## config.mk

```make
export PLATFORM = sky130hd
export DESIGN_NAME = ddr_init_seq
export DESIGN_NICKNAME = d
export VERILOG_FILES = /design/src/rtl/ddr_seq_pkg.sv /design/src/rtl/ddr_seq_rom.sv /design/src/rtl/ddr_seq_fsm.sv /design/src/rtl/ddr_refresh_reg.sv /design/src/rtl/ddr_init_seq.sv
export SDC_FILE = /design/constraint.sdc
export NUM_CORES = 1
export LEC_CHECK = 0
export ABC_AREA = 1
export BUFFER_PORTS_ARGS = -buffer_cell sky130_fd_sc_hd__buf_4
export CORE_UTILIZATION = 35
export CTS_CLUSTER_DIAMETER = 120
export DETAILED_ROUTE_END_ITERATION = 10
export GPL_TIMING_DRIVEN = 0
export PLACE_DENSITY_LB_ADDON = 0.2
export SYNTH_ARGS = -nofsm -noshare
export SYNTH_HDL_FRONTEND = slang
export SYNTH_SLANG_ARGS = --single-unit
```

## constraint.sdc

```tcl
create_clock -name clk -period 2.9 [get_ports clk]
set_clock_uncertainty 0.1 [all_clocks]
set_input_delay 0.58 -clock clk [delete_from_list [all_inputs] [get_ports clk]]
set_output_delay 0.58 -clock clk [all_outputs]
set_load 0.03 [all_outputs]
```

## src/rtl/ddr_seq_pkg.sv

```systemverilog
package ddr_seq_pkg;

    localparam int CMD_W   = 6;
    localparam int MR_W    = 13;
    localparam int CFG_W   = 14;
    localparam int REF_W   = 15;
    localparam int INT_W   = 10;
    localparam int REF_EN_BIT = 14;
    localparam int IDX_W   = 4;

    localparam int DDR2_STEPS = 11;
    localparam int DDR1_STEPS = 5;

    typedef logic [CMD_W-1:0] cmd_t;

    localparam cmd_t CMD_MRS  = 6'b000001;
    localparam cmd_t CMD_EMR  = 6'b000010;
    localparam cmd_t CMD_AREF = 6'b000100;
    localparam cmd_t CMD_PALL = 6'b001000;
    localparam cmd_t CMD_EMR2 = 6'b010000;
    localparam cmd_t CMD_EMR3 = 6'b100000;

    typedef struct packed {
        cmd_t            code;
        logic [MR_W-1:0] mr;
    } step_t;

    typedef enum logic [2:0] {
        S_START,
        S_CFG,
        S_CMD,
        S_REF,
        S_DONE
    } seq_state_t;

    // DDR2 configuration fields
    localparam int CFG_TWL   = 2;
    localparam int CFG_TFAW  = 22;
    localparam logic [CFG_W-1:0] DDR2_CFG_WORD =
        CFG_W'(CFG_TWL << 10) | CFG_W'(1 << 9) | CFG_W'(CFG_TFAW << 2) | CFG_W'(1);

    function automatic step_t mk(cmd_t c, logic [MR_W-1:0] v);
        step_t s;
        s.code = c;
        s.mr   = v;
        return s;
    endfunction

    function automatic step_t ddr2_step(logic [IDX_W-1:0] i);
        case (i)
            4'd0:    return mk(CMD_PALL, 13'h000);
            4'd1:    return mk(CMD_EMR2, 13'h000);
            4'd2:    return mk(CMD_EMR3, 13'h000);
            4'd3:    return mk(CMD_EMR,  13'h000);
            4'd4:    return mk(CMD_MRS,  13'h100);
            4'd5:    return mk(CMD_PALL, 13'h000);
            4'd6:    return mk(CMD_AREF, 13'h000);
            4'd7:    return mk(CMD_AREF, 13'h000);
            4'd8:    return mk(CMD_MRS,  13'hA33);
            4'd9:    return mk(CMD_EMR,  13'h382);
            4'd10:   return mk(CMD_EMR,  13'h402);
            default: return mk('0, '0);
        endcase
    endfunction

    function automatic step_t ddr1_step(logic [IDX_W-1:0] i);
        case (i)
            4'd0:    return mk(CMD_PALL, 13'h000);
            4'd1:    return mk(CMD_MRS,  13'h133);
            4'd2:    return mk(CMD_EMR,  13'h002);
            4'd3:    return mk(CMD_PALL, 13'h000);
            4'd4:    return mk(CMD_MRS,  13'h033);
            default: return mk('0, '0);
        endcase
    endfunction

endpackage

```

## src/rtl/ddr_seq_rom.sv

```systemverilog
module ddr_seq_rom
    import ddr_seq_pkg::*;
(
    input  logic             mode_ddr2,
    input  logic [IDX_W-1:0] idx,
    output step_t            step,
    output logic             last
);
    localparam logic [IDX_W-1:0] LAST2 = IDX_W'(DDR2_STEPS - 1);
    localparam logic [IDX_W-1:0] LAST1 = IDX_W'(DDR1_STEPS - 1);

    always_comb begin
        if (mode_ddr2) begin
            step = ddr2_step(idx);
            last = (idx == LAST2);
        end else begin
            step = ddr1_step(idx);
            last = (idx == LAST1);
        end
    end
endmodule

```

## src/rtl/ddr_seq_fsm.sv

```systemverilog
module ddr_seq_fsm
    import ddr_seq_pkg::*;
(
    input  logic             clk,
    input  logic             rst,
    input  logic             strap_ddr2,
    input  logic             strap_ref40,
    input  logic             cmd_ack,
    input  logic             last_step,
    output logic [IDX_W-1:0] idx,
    output logic             mode_ddr2,
    output logic             ref40,
    output logic             cmd_valid,
    output logic             cfg_load,
    output logic             ref_load,
    output logic             init_done
);
    seq_state_t state;

    always_ff @(posedge clk) begin
        if (rst) begin
            state     <= S_START;
            idx       <= '0;
            mode_ddr2 <= 1'b0;
            ref40     <= 1'b0;
        end else begin
            case (state)
                S_START: begin
                    mode_ddr2 <= strap_ddr2;
                    ref40     <= strap_ref40;
                    idx       <= '0;
                    state     <= strap_ddr2 ? S_CFG : S_CMD;
                end
                S_CFG:  state <= S_CMD;
                S_CMD: begin
                    if (cmd_ack) begin
                        if (last_step) state <= S_REF;
                        else           idx   <= idx + 1'b1;
                    end
                end
                S_REF:  state <= S_DONE;
                S_DONE: state <= S_DONE;
                default: state <= S_START;
            endcase
        end
    end

    always_comb begin
        cmd_valid = (state == S_CMD);
        cfg_load  = (state == S_CFG);
        ref_load  = (state == S_REF);
        init_done = (state == S_DONE);
    end
endmodule

```

## src/rtl/ddr_refresh_reg.sv

```systemverilog
module ddr_refresh_reg
    import ddr_seq_pkg::*;
#(
    parameter int INTERVAL_FAST = 624,
    parameter int INTERVAL_SLOW = 390
) (
    input  logic             clk,
    input  logic             rst,
    input  logic             load,
    input  logic             ref40,
    output logic [REF_W-1:0] word
);
    logic [INT_W-1:0] interval;

    assign interval = ref40 ? INT_W'(INTERVAL_FAST) : INT_W'(INTERVAL_SLOW);

    always_ff @(posedge clk) begin
        if (rst)
            word <= '0;
        else if (load)
            word <= REF_W'(1 << REF_EN_BIT) | REF_W'(interval);
    end
endmodule

```

## src/rtl/ddr_init_seq.sv

```systemverilog
module ddr_init_seq
    import ddr_seq_pkg::*;
#(
    parameter int INTERVAL_FAST = 624,
    parameter int INTERVAL_SLOW = 390
) (
    input  logic             clk,
    input  logic             rst,
    input  logic             strap_ddr2,
    input  logic             strap_ref40,
    input  logic             cmd_ack,
    output logic             cmd_valid,
    output logic [CMD_W-1:0] cmd_code,
    output logic [MR_W-1:0]  cmd_mr,
    output logic             cfg_load,
    output logic [CFG_W-1:0] cfg_word,
    output logic             ref_load,
    output logic [REF_W-1:0] refresh_word,
    output logic             init_done
);
    logic [IDX_W-1:0] idx;
    logic             mode_ddr2;
    logic             ref40;
    logic             last_step;
    step_t            step;

    ddr_seq_fsm u_fsm (
        .clk        (clk),
        .rst        (rst),
        .strap_ddr2 (strap_ddr2),
        .strap_ref40(strap_ref40),
        .cmd_ack    (cmd_ack),
        .last_step  (last_step),
        .idx        (idx),
        .mode_ddr2  (mode_ddr2),
        .ref40      (ref40),
        .cmd_valid  (cmd_valid),
        .cfg_load   (cfg_load),
        .ref_load   (ref_load),
        .init_done  (init_done)
    );

    ddr_seq_rom u_rom (
        .mode_ddr2(mode_ddr2),
        .idx      (idx),
        .step     (step),
        .last     (last_step)
    );

    ddr_refresh_reg #(
        .INTERVAL_FAST(INTERVAL_FAST),
        .INTERVAL_SLOW(INTERVAL_SLOW)
    ) u_ref (
        .clk  (clk),
        .rst  (rst),
        .load (ref_load),
        .ref40(ref40),
        .word (refresh_word)
    );

    assign cmd_code = cmd_valid ? step.code : '0;
    assign cmd_mr   = cmd_valid ? step.mr   : '0;
    assign cfg_word = cfg_load  ? DDR2_CFG_WORD : '0;
endmodule

```

==> out/results.ini <==
[power]
peakVddDrop_uv=270
internal-power_mw=0.733
seq_power_share=0.333
power.combinational.fraction=0.487
p_sw_frac=0.425
pwr_density_cell_nw_per_um2=634
totalPowerFinal_mw=1.27
p_sw_mw=0.541
power.clock.fraction=0.179
cellLeakagePower_nw=1.10

[global_route]
globalRoute.totalOverflow=0
grt_util_all_layers=0.136
pin_count_of_the_biggest_net_entering_global_routing=14
antenna_found_initial=0
first_global_vias=1068
wire_length_of_the_first_global_routing_pass_um=4720

[sta]
grt_setup_unrepaired=false
post-route-period-util=0.889
whs_ns=0.387
totalNegativeSetupSlack_ns=0
worstMarginPinSlew_ns=0.644
finalHoldViolations=0
worst_slew_margin_rel=0.568
max_freq_mhz=388
layout_min_cycle_time_ns=2.58
maxSlewViolCount=0
setup_viol_count_final=0

[routing]
antenna_left=0
drc=0
drt-vias-per-instance=4.16
wirelength_um=3040
dr.first_iter.drc_count=52
via_count=1324
detail_route.first_pass.iterations=4
routedWlPerCell_um=9.55

[floorplanning]
die_width_um=68.4
die_ht_um=68.4
rows=23
design.portCount=57
initial_utilization=0.375
floorplan.core_area_um2=4120
dieArea_um2=4670

[layout]
num-nets-final=283
antenna_cells_inserted=0
drive_above_1_share=0.369
instances_no_fill=318
final_cell_mix=sky130_fd_sc_hd__buf_4 (70), sky130_fd_sc_hd__nand2_1 (36), sky130_fd_sc_hd__nor2_1 (27), sky130_fd_sc_hd__dfxtp_1 (24), sky130_fd_sc_hd__conb_1 (18)
layout.cells.most_common=sky130_fd_sc_hd__buf_4
syn_to_final_growth_pct=30.3
fillers=422

[place]
place.detailed.hpwl_um=2450
finalWeightedCongestion=0.801
placed_cells_incl_taps=314
port_buffers=38

[critical_path]
timing.critical_path.cells=inv_1 > ha_1 > nand2_1 > nor2_1 > inv_1 > nand3_1 > nand2_1 > a21oi_1 > buf_4 > buf_4
setup.worst_path.start_class=flop
cp_slowest_cell=sky130_fd_sc_hd__dfxtp_1
critical_path_required_ns=2.22
timing.critical_path.to_type=primary output
criticalPathCategory=reg2out
worst_ep_arrival_time_ns=1.90
critical_path_peak_fanout=5
slowest_delay_ns=0.36

[yosys]
yosys_warnings=0
synth_seq_area_share=0.312
synth_cell_types=28
yosys_register_bits=24
synthesis.area_um2=1540
average_instance_area_after_synthesis_um2=7.38
post_synth_inst_count=209

[clock_tree]
h_tree_depth_reported_by_cts=1
cts_tree=yes
worst_path_clk_slew_ns=0.09
hold_buffers=0
cts_num_sinks=24
cts_post_setup_buffers_inserted=0
cts.path.max_buffers=2
ctsResizeCount=0
worstSkewPairLatency_ns=0.27
cts_made_buffers=3
cts-root-buf=sky130_fd_sc_hd__clkbuf_8

[worst_hold_path]
hold_path_class=reg2reg

[job]
cap_violations=0

[outcome]
status=finished clean

power by group through the flow:
stage	Combinational (mW)	Sequential, mW	Clock (mW)
floorplan	0.474	0.431	0
global placement	0.617	0.431	0
detailed placement	0.622	0.432	0
CTS	0.623	0.425	0.232
global route	0.690	0.432	0.247
finish	0.621	0.424	0.229
final cells by class:
type | count | area, µm² | share of cell area
repair buffers | 38 | 285 | 0.142
plain buffers | 36 | 267 | 0.133
inverters | 22 | 85.1 | 0.0424
flip-flops and latches | 24 | 480 | 0.239
well taps | 50 | 62.6 | 0.0312
multi-input cells | 144 | 773 | 0.385
clock buffers | 4 | 55.1 | 0.0274
per-stage QoR:
step,utilization,worst slack [ns],cell area [µm²]
4_1_cts,0.488,0.307,2010
3_5_place_dp,0.475,0.525,1950
3_3_place_gp,0.475,0.546,1950
5_1_grt,0.488,0.190,2010
2_1_floorplan,-,0.434,1610
6_report,0.488,0.321,2010
worst paths after layout:
check,startpoint,cells past startpoint,slack [ns],end
min reg2reg,u_ref.word[14],2,0.39,u_ref.word[14]
max reg2reg,u_fsm.idx[0],16,0.50,flop
max,u_fsm.idx[0],10,0.32,cmd_mr[5]
min,u_ref.word[14],2,0.39,u_ref.word[14]
synth_stat cells, drive strengths merged:
library cell   n  area (µm²)
nand4          1        6.26
ha             9         113
a31oi          1        6.26
o21ai          6        30.0
conb           1        3.75
o21a           1        7.51
nor3           3        15.0
dfxtp         24         480
nand2         42         173
clkinv         2        7.51
inv           20        77.6
a21oi          8        43.8
a211oi         1        7.51
nand3         20         138
buf           36         267
o211ai         1        7.51
or2            2        12.5
nor2          31         146
worst max-delay path, delay by kind of cell (launching register included):
family,cells,cell delay (ns)
AO/OA/AOI/OAI,1,0.22
adder cells (fa/ha/maj),1,0.20
buffers and inverters,4,0.51
flip-flops,1,0.36
AND/OR/NAND/NOR,4,0.34
logic make-up after synthesis:
group	synth area share
AND/OR/NAND/NOR	0.318
flip-flops	0.312
other	0.00243
AO/OA/AOI/OAI	0.0666
adder cells (fa/ha/maj)	0.0731
buffers and inverters	0.228
metal layers:
metal	vias up	wire, µm	GRT usage
li1	722	-	-
met3	2	189	0.0267
met1	564	1470	0.175
met2	36	1360	0.228
met5	-	0	0
met4	0	17	0.0391
(Power assumes the default switching activity.)
